===== src/rtl/bdc_pkg.sv =====
`timescale 1ns/1ps
package bdc_pkg;

    typedef enum logic [1:0] {
        ST_ARB  = 2'd0,
        ST_SEL1 = 2'd1,
        ST_SEL2 = 2'd2,
        ST_XFER = 2'd3
    } bdc_state_e;

    // Synchronized view of one bus segment
    typedef struct packed {
        logic bsy;
        logic sel;
        logic io;
    } bdc_side_t;

    // Driver enable pair of one line group
    typedef struct packed {
        logic to_a;
        logic to_b;
    } bdc_dir_t;

    localparam bdc_dir_t DIR_OFF = '{to_a: 1'b0, to_b: 1'b0};

    function automatic bdc_dir_t dir_toward(input logic to_b);
        bdc_dir_t d;
        d.to_a = ~to_b;
        d.to_b = to_b;
        return d;
    endfunction

endpackage


===== src/rtl/bdc_sync.sv =====
`timescale 1ns/1ps
module bdc_sync #(
    parameter int WIDTH  = 7,
    parameter int STAGES = 2
) (
    input  logic             clk,
    input  logic             rst,
    input  logic [WIDTH-1:0] d,
    output logic [WIDTH-1:0] q
);

    logic [WIDTH-1:0] stg [STAGES];

    always_ff @(posedge clk) begin
        if (rst) stg[0] <= '0;
        else     stg[0] <= d;
    end

    for (genvar i = 1; i < STAGES; i++) begin : g_stage
        always_ff @(posedge clk) begin
            if (rst) stg[i] <= '0;
            else     stg[i] <= stg[i-1];
        end
    end

    assign q = stg[STAGES-1];

endmodule


===== src/rtl/bdc_idle_timer.sv =====
`timescale 1ns/1ps
module bdc_idle_timer
    import bdc_pkg::*;
#(
    parameter int WIN = 20
) (
    input  logic      clk,
    input  logic      rst,
    input  bdc_side_t a_s,
    input  bdc_side_t b_s,
    output logic      bus_free
);

    localparam int CW = $clog2(WIN + 1);
    localparam logic [CW-1:0] LOAD = CW'(WIN);

    logic          busy;
    logic [CW-1:0] cnt_q;

    assign busy = a_s.bsy | a_s.sel | b_s.bsy | b_s.sel;

    always_ff @(posedge clk) begin
        if (rst)               cnt_q <= LOAD;
        else if (busy)         cnt_q <= LOAD;
        else if (cnt_q != '0)  cnt_q <= cnt_q - 1'b1;
    end

    assign bus_free = (cnt_q == '0) && !busy;

    AST_RELOAD_ON_BUSY: assert property (@(posedge clk) disable iff (rst)
        busy |=> (cnt_q == LOAD));

endmodule


===== src/rtl/bdc_fsm.sv =====
`timescale 1ns/1ps
module bdc_fsm
    import bdc_pkg::*;
(
    input  logic      clk,
    input  logic      rst,
    input  bdc_side_t a_s,
    input  bdc_side_t b_s,
    input  logic      win_b_s,
    input  logic      bus_free,
    output bdc_dir_t  sel_d,
    output bdc_dir_t  ini_d,
    output bdc_dir_t  tgt_d,
    output bdc_dir_t  bsy_d,
    output logic      dat_en,
    output logic      dat_to_b
);

    bdc_state_e state_q, state_n;
    logic       side_q, side_n;     // winner on B
    logic       resel_q, resel_n;   // reselection in progress

    logic near_sel, near_io, far_bsy, ini_b, tgt_io;

    assign near_sel = side_q ? b_s.sel : a_s.sel;
    assign near_io  = side_q ? b_s.io  : a_s.io;
    assign far_bsy  = side_q ? a_s.bsy : b_s.bsy;
    assign ini_b    = side_q ^ resel_q;
    assign tgt_io   = ini_b ? a_s.io : b_s.io;

    // next-state and latch decisions
    always_comb begin
        state_n = state_q;
        side_n  = side_q;
        resel_n = resel_q;
        unique case (state_q)
            ST_ARB: begin
                if (a_s.sel || b_s.sel) begin
                    state_n = ST_SEL1;
                    side_n  = win_b_s;
                    resel_n = 1'b0;
                end
            end
            ST_SEL1: begin
                if (far_bsy && near_sel) begin
                    state_n = ST_SEL2;
                    resel_n = near_io;
                end else if (bus_free) begin
                    state_n = ST_ARB;
                end
            end
            ST_SEL2: begin
                if (bus_free) begin
                    state_n = ST_ARB;
                    resel_n = 1'b0;
                end else if (!resel_q || !near_sel) begin
                    state_n = ST_XFER;
                end
            end
            ST_XFER: begin
                if (bus_free) begin
                    state_n = ST_ARB;
                    resel_n = 1'b0;
                end
            end
            default: state_n = ST_ARB;
        endcase
    end

    // state register
    always_ff @(posedge clk) begin
        if (rst) begin
            state_q <= ST_ARB;
            side_q  <= 1'b0;
            resel_q <= 1'b0;
        end else begin
            state_q <= state_n;
            side_q  <= side_n;
            resel_q <= resel_n;
        end
    end

    // outputs
    always_comb begin
        sel_d  = DIR_OFF;
        ini_d  = DIR_OFF;
        tgt_d  = DIR_OFF;
        bsy_d  = DIR_OFF;
        dat_en = 1'b0;
        unique case (state_q)
            ST_ARB: begin
                dat_en = 1'b0;
            end
            ST_SEL1: begin
                sel_d = dir_toward(~side_q);
            end
            ST_SEL2: begin
                sel_d  = dir_toward(~side_q);
                ini_d  = dir_toward(~ini_b);
                tgt_d  = dir_toward(ini_b);
                bsy_d  = resel_q ? dir_toward(~ini_b) : dir_toward(ini_b);
                dat_en = ~resel_q;
            end
            ST_XFER: begin
                ini_d  = dir_toward(~ini_b);
                sel_d  = dir_toward(~ini_b);
                tgt_d  = dir_toward(ini_b);
                bsy_d  = dir_toward(ini_b);
                dat_en = 1'b1;
            end
            default: dat_en = 1'b0;
        endcase
        dat_to_b = dat_en & ~(tgt_io ^ ini_b);
    end

    AST_PAIR_EXCL: assert property (@(posedge clk) disable iff (rst)
        $onehot0({sel_d.to_a, sel_d.to_b}) && $onehot0({ini_d.to_a, ini_d.to_b}) &&
        $onehot0({tgt_d.to_a, tgt_d.to_b}) && $onehot0({bsy_d.to_a, bsy_d.to_b}));

    AST_XFER_EXIT_FREE: assert property (@(posedge clk) disable iff (rst)
        (state_q == ST_XFER && !bus_free) |=> (state_q == ST_XFER));

    AST_RESEL_NO_DATA: assert property (@(posedge clk) disable iff (rst)
        (state_q == ST_SEL2 && resel_q) |-> !dat_en);

    AST_RESEL_HOLD: assert property (@(posedge clk) disable iff (rst)
        (state_q == ST_SEL2 && resel_q && near_sel && !bus_free) |=> (state_q == ST_SEL2));

    AST_SIDE_FROZEN: assert property (@(posedge clk) disable iff (rst)
        (state_q != ST_ARB) |=> $stable(side_q));

endmodule


===== src/rtl/bus_dir_ctrl.sv =====
`timescale 1ns/1ps
module bus_dir_ctrl
    import bdc_pkg::*;
#(
    parameter int CLK_HZ      = 50_000_000,
    parameter int SYNC_STAGES = 2
) (
    input  logic clk,
    input  logic rst,
    input  logic a_bsy,
    input  logic a_sel,
    input  logic a_io,
    input  logic b_bsy,
    input  logic b_sel,
    input  logic b_io,
    input  logic win_b,
    output logic sel_to_a,
    output logic sel_to_b,
    output logic ini_to_a,
    output logic ini_to_b,
    output logic tgt_to_a,
    output logic tgt_to_b,
    output logic bsy_to_a,
    output logic bsy_to_b,
    output logic dat_en,
    output logic dat_to_b
);

    localparam longint WIN_RAW = (longint'(CLK_HZ) * 64'sd400) / 64'sd1_000_000_000;
    localparam int     WIN     = (WIN_RAW < 1) ? 1 : int'(WIN_RAW);
    localparam int     NIN     = 7;

    logic [NIN-1:0] raw, syn;
    bdc_side_t      a_s, b_s;
    logic           bus_free;
    bdc_dir_t       sel_d, ini_d, tgt_d, bsy_d;

    assign raw = {win_b, a_bsy, a_sel, a_io, b_bsy, b_sel, b_io};

    bdc_sync #(.WIDTH(NIN), .STAGES(SYNC_STAGES)) i_sync (
        .clk (clk),
        .rst (rst),
        .d   (raw),
        .q   (syn)
    );

    assign a_s = '{bsy: syn[5], sel: syn[4], io: syn[3]};
    assign b_s = '{bsy: syn[2], sel: syn[1], io: syn[0]};

    bdc_idle_timer #(.WIN(WIN)) i_timer (
        .clk      (clk),
        .rst      (rst),
        .a_s      (a_s),
        .b_s      (b_s),
        .bus_free (bus_free)
    );

    bdc_fsm i_fsm (
        .clk      (clk),
        .rst      (rst),
        .a_s      (a_s),
        .b_s      (b_s),
        .win_b_s  (syn[6]),
        .bus_free (bus_free),
        .sel_d    (sel_d),
        .ini_d    (ini_d),
        .tgt_d    (tgt_d),
        .bsy_d    (bsy_d),
        .dat_en   (dat_en),
        .dat_to_b (dat_to_b)
    );

    assign sel_to_a = sel_d.to_a;
    assign sel_to_b = sel_d.to_b;
    assign ini_to_a = ini_d.to_a;
    assign ini_to_b = ini_d.to_b;
    assign tgt_to_a = tgt_d.to_a;
    assign tgt_to_b = tgt_d.to_b;
    assign bsy_to_a = bsy_d.to_a;
    assign bsy_to_b = bsy_d.to_b;

endmodule


===== config.mk =====
export PLATFORM = sky130hd
export DESIGN_NAME = bus_dir_ctrl
export DESIGN_NICKNAME = d
export VERILOG_FILES = /design/src/rtl/bdc_pkg.sv /design/src/rtl/bdc_sync.sv /design/src/rtl/bdc_idle_timer.sv /design/src/rtl/bdc_fsm.sv /design/src/rtl/bus_dir_ctrl.sv
export SDC_FILE = /design/constraint.sdc
export NUM_CORES = 1
export LEC_CHECK = 0
export ABC_CLOCK_PERIOD_IN_PS = 1990
export BUFFER_PORTS_ARGS = -buffer_cell sky130_fd_sc_hd__buf_2
export CAP_MARGIN = 20
export CORE_ASPECT_RATIO = 1.1
export CORE_MARGIN = 2
export CORE_UTILIZATION = 31
export DETAILED_ROUTE_END_ITERATION = 10
export GPL_ROUTABILITY_DRIVEN = 0
export PLACE_DENSITY = 0.61
export SYNTH_ARGS = -nofsm -noshare
export SYNTH_HDL_FRONTEND = slang
export SYNTH_SLANG_ARGS = --single-unit

===== constraint.sdc =====
create_clock -name clk -period 1.99 [get_ports clk]
set_clock_uncertainty 0.15 [all_clocks]
set_input_delay 0.398 -clock clk [delete_from_list [all_inputs] [get_ports clk]]
set_output_delay 0.398 -clock clk [all_outputs]
set_load 0.03 [all_outputs]

==> results of run 1 <==
==> worst reg2reg max path: cells and delay by family (launching register included) <==
family / cells / cell delay (ns)
AND/OR/NAND/NOR: 3 / 0.65
flip-flops: 1 / 0.37
adder cells (fa/ha/maj): 1 / 0.24
AO/OA/AOI/OAI: 1 / 0.10
buffers and inverters: 1 / 0.09
==> repair_timing <==
item,4_1_cts,5_1_grt
cloned,0,0
endpoints found under the setup margin,10,9
setup buffers,2,2
gates resized for setup,24,10
pin swaps,2,3
==> report_power, final <==
| part | switching (mW) | leakage [nW] | internal (mW) | total (mW) |
|---|---|---|---|---|
| clock | 0.131 | 0.0177 | 0.0749 | 0.206 |
| combinational | 0.113 | 0.364 | 0.111 | 0.225 |
| sequential | 0.0312 | 0.191 | 0.494 | 0.525 |
==> cell type report <==
type	instances	area, um^2	share of cell area, %
timing repair buffer	24	161	11.4
multi-input combinational	84	673	47.5
clock inverter	1	5.00	0.353
tap	48	60.1	4.24
inverter	6	25.0	1.77
clock buffer	3	22.5	1.59
sequential	23	469	33.1
==> through the flow <==
stage / cell area (um^2) / util (%) / power (mW) / hold WS (ns)
CTS: 1380 / 40.8 / 0.957 / 0.134
global route: 1420 / 41.8 / 1.02 / 0.149
finish: 1420 / 41.8 / 0.955 / 0.146
floorplan: 1120 / - / 0.674 / 0.264
global placement: 1250 / 37.0 / 0.710 / 0.271
detailed placement: 1250 / 37.0 / 0.715 / 0.275
==> how the worst max path moves through the flow <==
stage / endpoint / depth (start not counted) / startpoint
detailed placement: tgt_to_b / 5 / i_fsm.state_q[0]$_SDFFE_PP0P_
global placement: sel_to_a / 5 / i_fsm.state_q[1]$_SDFFE_PP0P_
floorplan: sel_to_a / 4 / i_fsm.state_q[1]$_SDFFE_PP0P_
CTS: dat_to_b / 5 / i_fsm.state_q[1]$_SDFFE_PP0P_
finish: dat_to_b / 5 / i_fsm.state_q[1]$_SDFFE_PP0P_
global route: sel_to_b / 5 / i_fsm.state_q[0]$_SDFFE_PP0P_
==> cell usage after synthesis, types with 4 or more instances <==
cell type  number  area [um^2]
dfxtp_1        23          460
nor2b_1        16          100
nor2_1          9         33.8
ha_1            6         75.1
inv_1           6         22.5
nand2_1         6         22.5
o21ai_0         5         25.0
mux2i_1         4         40.0
nor3_1          4         20.0
==> sequential cells by signal, indices dropped and copies added, names as in the netlist <==
register / count
i_fsm.resel_q: 1
i_fsm.state_q: 2
i_fsm.side_q: 1
i_sync.stg: 14
i_timer.cnt_q: 5
==> logic make-up after synthesis <==
kind of cell | after synthesis | share of synthesized area (%)
AO/OA/AOI/OAI | 21 | 14.5
XOR/XNOR | 3 | 2.36
adder cells (fa/ha/maj) | 6 | 6.74
buffers and inverters | 11 | 4.72
flip-flops | 23 | 41.3
multiplexers | 4 | 3.60
AND/OR/NAND/NOR | 50 | 26.7
==> cells in the final DEF, fill, tap and decap left out, types with 3 or more instances in the layout <==
cell,Yosys,final
inv_1,6,4
nor3_1,4,4
nand2_1,6,6
buf_6,0,3
ha_1,6,3
nor2b_1,16,14
dfxtp_1,23,20
mux2i_1,4,4
buf_2,0,12
o21ai_1,1,3
nor2_1,9,7
clkbuf_4,0,3
nand2b_1,3,3
ha_4,0,3
nand3b_1,3,3
buf_4,3,9
==> per-layer routing <==
metal / up-vias / track usage (%) / share of wire (%)
met3: 3 / 2.52 / 2.9
met5: - / 0 / 0
met4: 0 / 4.62 / 1.1
li1: 446 / - / -
met1: 406 / 12.9 / 41
met2: 13 / 19.9 / 55
==> flow_metrics.py, run 1 <==
metrics = {
    "synthesis": {
        "ys_types": 34,
        "syn_inst": 118,
        "synth-seq-area-share_pct": 41.3,
        "syn_area_per_cell_um2": 9.44,
        "ys.flop_type": "dfxtp_1",
        "yosys_warnings": 0,
        "ys_ff_latch": 23,
        "async_flop_share_pct": 0,
        "synth_nets": 133,
        "synth_edf_count": 0,
        "netlist_area_um2": 1110,
    },
    "timing": {
        "min_period_over_period_pct": 98.9,
        "setup_ws_ns": 0.0228,
        "clock.fmax_mhz": 508,
        "grt_setup_unrepaired": "true",
        "hold_viol_final": 0,
        "worst_slew_pin_slew_ns": 0.366,
        "slew_headroom_pct": 75.6,
        "fin_tns_setup_ns": 0,
        "setup_violations": 0,
        "min_period_ns": 1.97,
        "maxSlewViolCount": 0,
    },
    "final_layout": {
        "stdcell_count": 189,
        "nFillCells": 337,
        "drive_above_1_share_pct": 35.5,
        "fin_nets": 157,
        "area_growth_pct": 27.2,
        "diodes": 0,
    },
    "detailed_routing": {
        "viasPerCell": 4.59,
        "drc": 0,
        "drtPass1Iterations": 4,
        "routed_wl_um": 1960,
        "ant_nets": 0,
        "vias": 868,
        "routedWlPerCell_um": 10.4,
        "drtIter0Drc": 15,
    },
    "hold_path": {
        "min_from": "b_sel",
        "whs_path_depth": 2,
        "hold-path-endpoint": "i_sync.stg[0][1]$_SDFF_PP0_",
        "hp-class": "in -> reg",
    },
    "critical_path": {
        "start_kind": "flop",
        "reg2reg_depth": 6,
        "cp_slowest_cell": "dfxtp_4",
        "cp_max_fo": 5,
        "reg2reg_from": "i_timer.cnt_q[0]$_SDFFE_PP0P_",
        "required_ns": 1.44,
        "r2r-end": "i_fsm.state_q[0]$_SDFFE_PP0P_",
        "critPathBufInv": 2,
        "critPathTopFamily": "flip-flops",
        "reg2reg_slack_ns": 0.30,
        "critical_path.max_stage_delay_ns": 0.38,
        "path_cells": "buf_4, ha_4, a21o_1, o211a_1, buf_6",
        "cp-end-kind": "output pin",
        "criticalPathCategory": "reg -> out",
        "cp_data_arrival_time_ns": 1.42,
    },
    "die": {
        "fp.dieH_um": 66.9,
        "initial_core_util_pct": 32.9,
        "core_um2": 3390,
        "die_area_um2": 4090,
        "num_rows": 22,
        "io_pins": 19,
        "die_w_um": 61.1,
    },
    "clock_network": {
        "root_buffer": "clkbuf_4",
        "cts_sinks": 23,
        "clockBufferDepth": 2,
        "cts_hold_buf": 0,
        "cts_max_level": 1,
        "cts_tree": "yes",
        "cts_buffers": 3,
        "clk_pin_slew_ns": 0.12,
        "clock_latency_ns": 0.30,
    },
    "outcome": {
        "status": "finished, final reports clean",
    },
    "global_route": {
        "first_global_vias": 878,
        "grt_use_total_pct": 11.4,
        "antenna_found_initial": 0,
        "grt_pass1_wl_um": 3560,
        "overflow": 0,
        "grt_max_degree": 23,
    },
    "placed_design": {
        "portBuffers": 18,
        "dpl.cell_count": 181,
        "place_hpwl_um": 1400,
        "pre_cts_slack_ns": 0.172,
    },
    "power": {
        "p_leak_nw": 0.574,
        "vdd_ir_drop_max_uv": 377,
        "p_per_area_nw_per_um2": 675,
    },
    "run": {
        "drv_cap": 0,
    },
}
Note: power is estimated with default switching activity, not from simulation.
==> run 2: changes to the inputs <==
GPL_TIMING_DRIVEN = 0   (was default)
==> flow_metrics.py, run 2 (synthesis gave the netlist of run 1 again) <==
metrics = {
    "outcome": {
        "status": "finished, violations left",
        "failed_checks": "setup timing",
    },
    "die": {
        "die_area_um2": 4090,
        "die_w_um": 61.1,
        "initial_core_util_pct": 32.9,
        "fp.dieH_um": 66.9,
        "core_um2": 3390,
        "io_pins": 19,
        "num_rows": 22,
    },
    "final_layout": {
        "area_growth_pct": 31.1,
        "finalCoreUtilization_pct": 43.1,
        "diodes": 0,
        "mostFrequentLayoutCells": "dfxtp_1 (19), nor2b_1 (14), buf_4 (11), buf_2 (10), nor2_1 (7)",
        "fin_area_um2": 1460,
        "fin_nets": 161,
        "largest_reg_flops": 14,
        "largest-register": "i_sync.stg",
        "drive_above_1_share_pct": 33.8,
        "layout_commonest_cell": "dfxtp_1",
        "nFillCells": 338,
        "top_regs": "i_sync.stg: 14 flops, i_timer.cnt_q: 5 flops, i_fsm.state_q: 2 flops",
    },
    "placed_design": {
        "place_area_um2": 1270,
        "place_hpwl_um": 1570,
        "pre_cts_slack_ns": 0.00316,
        "portBuffers": 18,
    },
    "detailed_routing": {
        "vias": 903,
        "routedWlPerCell_um": 11.2,
        "drc": 0,
        "drtPass1Iterations": 4,
        "drtIter0Drc": 7,
        "viasPerCell": 4.68,
        "routed_wl_um": 2150,
        "ant_nets": 0,
    },
    "timing": {
        "grt_setup_unrepaired": "true",
        "slew_headroom_pct": 66.3,
        "setup_violations": 3,
        "setup_ws_ns": -0.0475,
        "fin_tns_setup_ns": -0.102,
        "maxSlewViolCount": 0,
        "clock.fmax_mhz": 491,
        "min_period_ns": 2.04,
        "hold_viol_final": 0,
        "worst_slew_pin_slew_ns": 0.506,
        "min_period_over_period_pct": 102,
        "hold_ws_ns": 0.142,
    },
    "critical_path": {
        "critPathTopFamily": "flip-flops",
        "criticalPathCategory": "reg -> out",
        "critical_path.max_stage_delay_ns": 0.40,
        "reg2reg_from": "i_fsm.state_q[0]$_SDFFE_PP0P_",
        "path_cells": "ha_4, nor2b_4, o21ai_2, a21oi_1, buf_4",
        "cp-startpoint": "i_fsm.state_q[1]$_SDFFE_PP0P_",
        "cp_slowest_cell": "dfxtp_4",
        "endpoint": "sel_to_a",
        "cp_data_arrival_time_ns": 1.49,
        "path_depth": 5,
        "r2r-end": "i_fsm.state_q[0]$_SDFFE_PP0P_",
        "cp-end-kind": "output pin",
        "critPathBufInv": 1,
        "reg2reg_slack_ns": 0.18,
        "start_kind": "flop",
        "reg2reg_depth": 6,
        "cp_max_fo": 6,
        "required_ns": 1.44,
    },
    "power": {
        "p_comb_share_pct": 22.2,
        "p_int_uw": 670,
        "switching_share_pct": 29.0,
        "p_per_area_nw_per_um2": 647,
        "power.switching_uw": 274,
        "p_leak_nw": 0.594,
        "vdd_ir_drop_max_uv": 441,
        "p_seq_share_pct": 55.3,
        "power_frac_clock_pct": 22.6,
    },
    "clock_network": {
        "root_buffer": "clkbuf_4",
        "clock_latency_ns": 0.30,
        "clk_pin_slew_ns": 0.12,
        "cts_buffers": 3,
        "clockBufferDepth": 2,
        "cts_sinks": 23,
        "cts_max_level": 1,
        "cts_hold_buf": 0,
        "cts_tree": "yes",
    },
    "run": {
        "drv_cap": 0,
    },
    "global_route": {
        "grt_use_total_pct": 12.2,
        "grt_pass1_wl_um": 3740,
        "grt_max_degree": 13,
        "first_global_vias": 905,
        "overflow": 0,
        "antenna_found_initial": 0,
    },
    "hold_path": {
        "hp-class": "in -> reg",
    },
}
==> run 2: repair_timing <==
item | CTS | global route
setup buffers | 4 | 1
endpoints found under the hold margin | 0 | 0
pin swaps | 4 | 6
gates resized for setup | 25 | 15
endpoints found under the setup margin | 10 | 8
==> run 2: worst min path at each step <==
stage / from / end / cells past startpoint
2_1_floorplan: i_sync.stg[0][0]$_SDFF_PP0_ / i_sync.stg[1][0]$_SDFF_PP0_ / 1
3_3_place_gp: i_sync.stg[0][1]$_SDFF_PP0_ / i_sync.stg[1][1]$_SDFF_PP0_ / 1
3_5_place_dp: i_sync.stg[0][2]$_SDFF_PP0_ / i_sync.stg[1][2]$_SDFF_PP0_ / 1
4_1_cts: a_io / i_sync.stg[0][3]$_SDFF_PP0_ / 2
5_1_grt: b_sel / i_sync.stg[0][1]$_SDFF_PP0_ / 2
6_report: a_io / i_sync.stg[0][3]$_SDFF_PP0_ / 2
==> run 2: layer usage <==
metal,vias up,routed length (um),track usage [%]
met4,0,13,5.43
li1,456,-,-
met1,433,897,13.5
met3,2,45,2.33
met2,12,1200,21.9
met5,-,0,0
==> run 2: area by class of cell <==
class	count	area (um^2)	area share (%)
inverter	6	22.5	1.54
clock buffer	4	26.3	1.80
tap	48	60.1	4.11
buffer	5	46.3	3.17
sequential	23	473	32.4
timing repair buffer	23	159	10.9
multi-input combinational	84	673	46.1
==> run 2: power groups by stage <==
stage               clock, mW  sequential [mW]  combinational (mW)
floorplan                   0            0.521               0.153
global placement            0            0.524               0.187
detailed placement          0            0.527               0.193
CTS                     0.223            0.523               0.205
global route            0.239            0.527               0.235
finish                  0.213            0.522               0.209
==> run 2: stage by stage <==
| stage | instances | power (mW) |
|---|---|---|
| after global routing | 193 | 1.00 |
| after floorplan | 118 | 0.674 |
| after global placement | 184 | 0.711 |
| after detailed placement | 184 | 0.720 |
| final | 193 | 0.945 |
| after CTS | 192 | 0.951 |
==> run 3: changes to the inputs <==
RECOVER_POWER = 100   (was default)
SKIP_CTS_REPAIR_TIMING = 1   (was default)
==> flow_metrics.py, run 3 (synthesis gave the netlist of run 1 again) <==
metrics = {
    "die": {
        "num_rows": 22,
        "die_area_um2": 4090,
        "core_um2": 3390,
        "initial_core_util_pct": 32.9,
        "fp.dieH_um": 66.9,
        "io_pins": 19,
        "die_w_um": 61.1,
    },
    "global_route": {
        "grtUsageMet2_pct": 21.9,
        "use_met3_pct": 2.33,
        "grt_use_total_pct": 11.7,
        "overflow": 0,
        "first_global_vias": 870,
        "grt_use_met1_pct": 12.3,
        "antenna_found_initial": 0,
        "busiest_layer": "met2",
        "grt_max_degree": 13,
        "grt_pass1_wl_um": 3590,
    },
    "timing": {
        "slew_headroom_pct": 65.9,
        "setup_violations": 3,
        "grt_setup_unrepaired": "true",
        "min_period_over_period_pct": 103,
        "setup_ws_ns": -0.0527,
        "maxSlewViolCount": 0,
        "clock.fmax_mhz": 490,
        "fin_tns_setup_ns": -0.117,
        "worst_slew_pin_slew_ns": 0.512,
        "hold_viol_final": 0,
        "min_period_ns": 2.04,
    },
    "detailed_routing": {
        "viasPerCell": 4.63,
        "routedWlPerCell_um": 10.9,
        "routed_wl_um": 2070,
        "drtPass1Iterations": 4,
        "drc": 0,
        "drtIter0Drc": 15,
        "vias": 880,
        "ant_nets": 0,
    },
    "clock_network": {
        "cts_max_level": 1,
        "root_buffer": "clkbuf_4",
        "clk_pin_slew_ns": 0.12,
        "cts_sinks": 23,
        "clockBufferDepth": 2,
        "clock_latency_ns": 0.30,
        "cts_tree": "yes",
        "cts_buffers": 3,
    },
    "critical_path": {
        "cp_data_arrival_time_ns": 1.49,
        "cp-end-kind": "output pin",
        "cp_max_fo": 7,
        "criticalPathCategory": "reg -> out",
        "critical_path.max_stage_delay_ns": 0.41,
        "required_ns": 1.44,
        "critPathTopFamily": "flip-flops",
        "start_kind": "flop",
        "critPathBufInv": 1,
        "cp_slowest_cell": "dfxtp_4",
        "path_cells": "ha_4, nor2b_4, o21ai_2, a21oi_1, buf_4",
    },
    "final_layout": {
        "mostFrequentLayoutCells": "dfxtp_1 (19), nor2b_1 (14), buf_4 (8), buf_2 (8), nor2_1 (7)",
        "layout_commonest_cell": "dfxtp_1",
        "diodes": 0,
        "top_regs": "i_sync.stg: 14 flops, i_timer.cnt_q: 5 flops, i_fsm.state_q: 2 flops",
        "drive_above_1_share_pct": 31.0,
        "fin_area_um2": 1420,
        "largest_reg_flops": 14,
        "fin_nets": 158,
        "area_growth_pct": 27.3,
        "finalCoreUtilization_pct": 41.9,
        "largest-register": "i_sync.stg",
    },
    "placed_design": {
        "portBuffers": 18,
        "place_hpwl_um": 1570,
        "pre_cts_slack_ns": 0.00316,
        "place_area_um2": 1270,
    },
    "power": {
        "p_leak_nw": 0.571,
        "vdd_ir_drop_max_uv": 436,
        "p_per_area_nw_per_um2": 659,
    },
    "run": {
        "drv_cap": 0,
    },
    "outcome": {
        "status": "finished, violations left",
        "failed_checks": "setup timing",
    },
    "hold_path": {
        "hp-class": "in -> reg",
    },
}
## run 3: area by class of cell
cell class / instances / area (um^2)
plain buffers: 5 / 33.8
well taps: 48 / 60.1
clock buffers: 4 / 26.3
multi-input cells: 84 / 667
flip-flops and latches: 23 / 473
repair buffers: 20 / 135
inverters: 6 / 22.5
fillers: 343 / 1970
## run 3: per-layer routing
metal  wire length (um)  vias to the layer above  share of wire [%]
met5                  0                        -                  0
met4                 13                        0               0.63
met3                 57                        2                2.8
met2               1120                       16                 54
met1                879                      411                 43
li1                   -                      451                  -
## run 3: report_power, final
part / leakage [nW] / switching [mW] / total (mW) / internal [mW]
Clock: 0.0150 / 0.131 / 0.209 / 0.0781
Sequential: 0.192 / 0.0279 / 0.521 / 0.493
Combinational: 0.363 / 0.109 / 0.205 / 0.0959
Total: 0.571 / 0.267 / 0.934 / 0.667
## run 3: worst reg2reg max path: stages, from the launching register on
cell and delay (ns):
dfxtp_4 0.38, inv_2 0.10, ha_1 0.30, or3b_1 0.42, o21ai_0 0.11, and2_0 0.16
o32ai_1 0.09
## run 3: path summary, 6_finish.rpt
path,to,slack [ns],start,depth (start not counted)
max,sel_to_a,-0.05,i_fsm.state_q[1]$_SDFFE_PP0P_,5
max reg2reg,i_fsm.state_q[0]$_SDFFE_PP0P_,0.16,i_fsm.state_q[0]$_SDFFE_PP0P_,6
min,i_sync.stg[0][3]$_SDFF_PP0_,0.14,a_io,2
min reg2reg,i_sync.stg[1][5]$_SDFF_PP0_,0.30,i_sync.stg[0][5]$_SDFF_PP0_,1
## run 3: metrics by stage
step | cells | total power, mW | hold slack, ns
global placement | 184 | 0.711 | 0.268
global route | 190 | 0.996 | 0.135
detailed placement | 184 | 0.720 | 0.276
CTS | 188 | 0.934 | 0.126
floorplan | 118 | 0.674 | 0.264
finish | 190 | 0.934 | 0.144
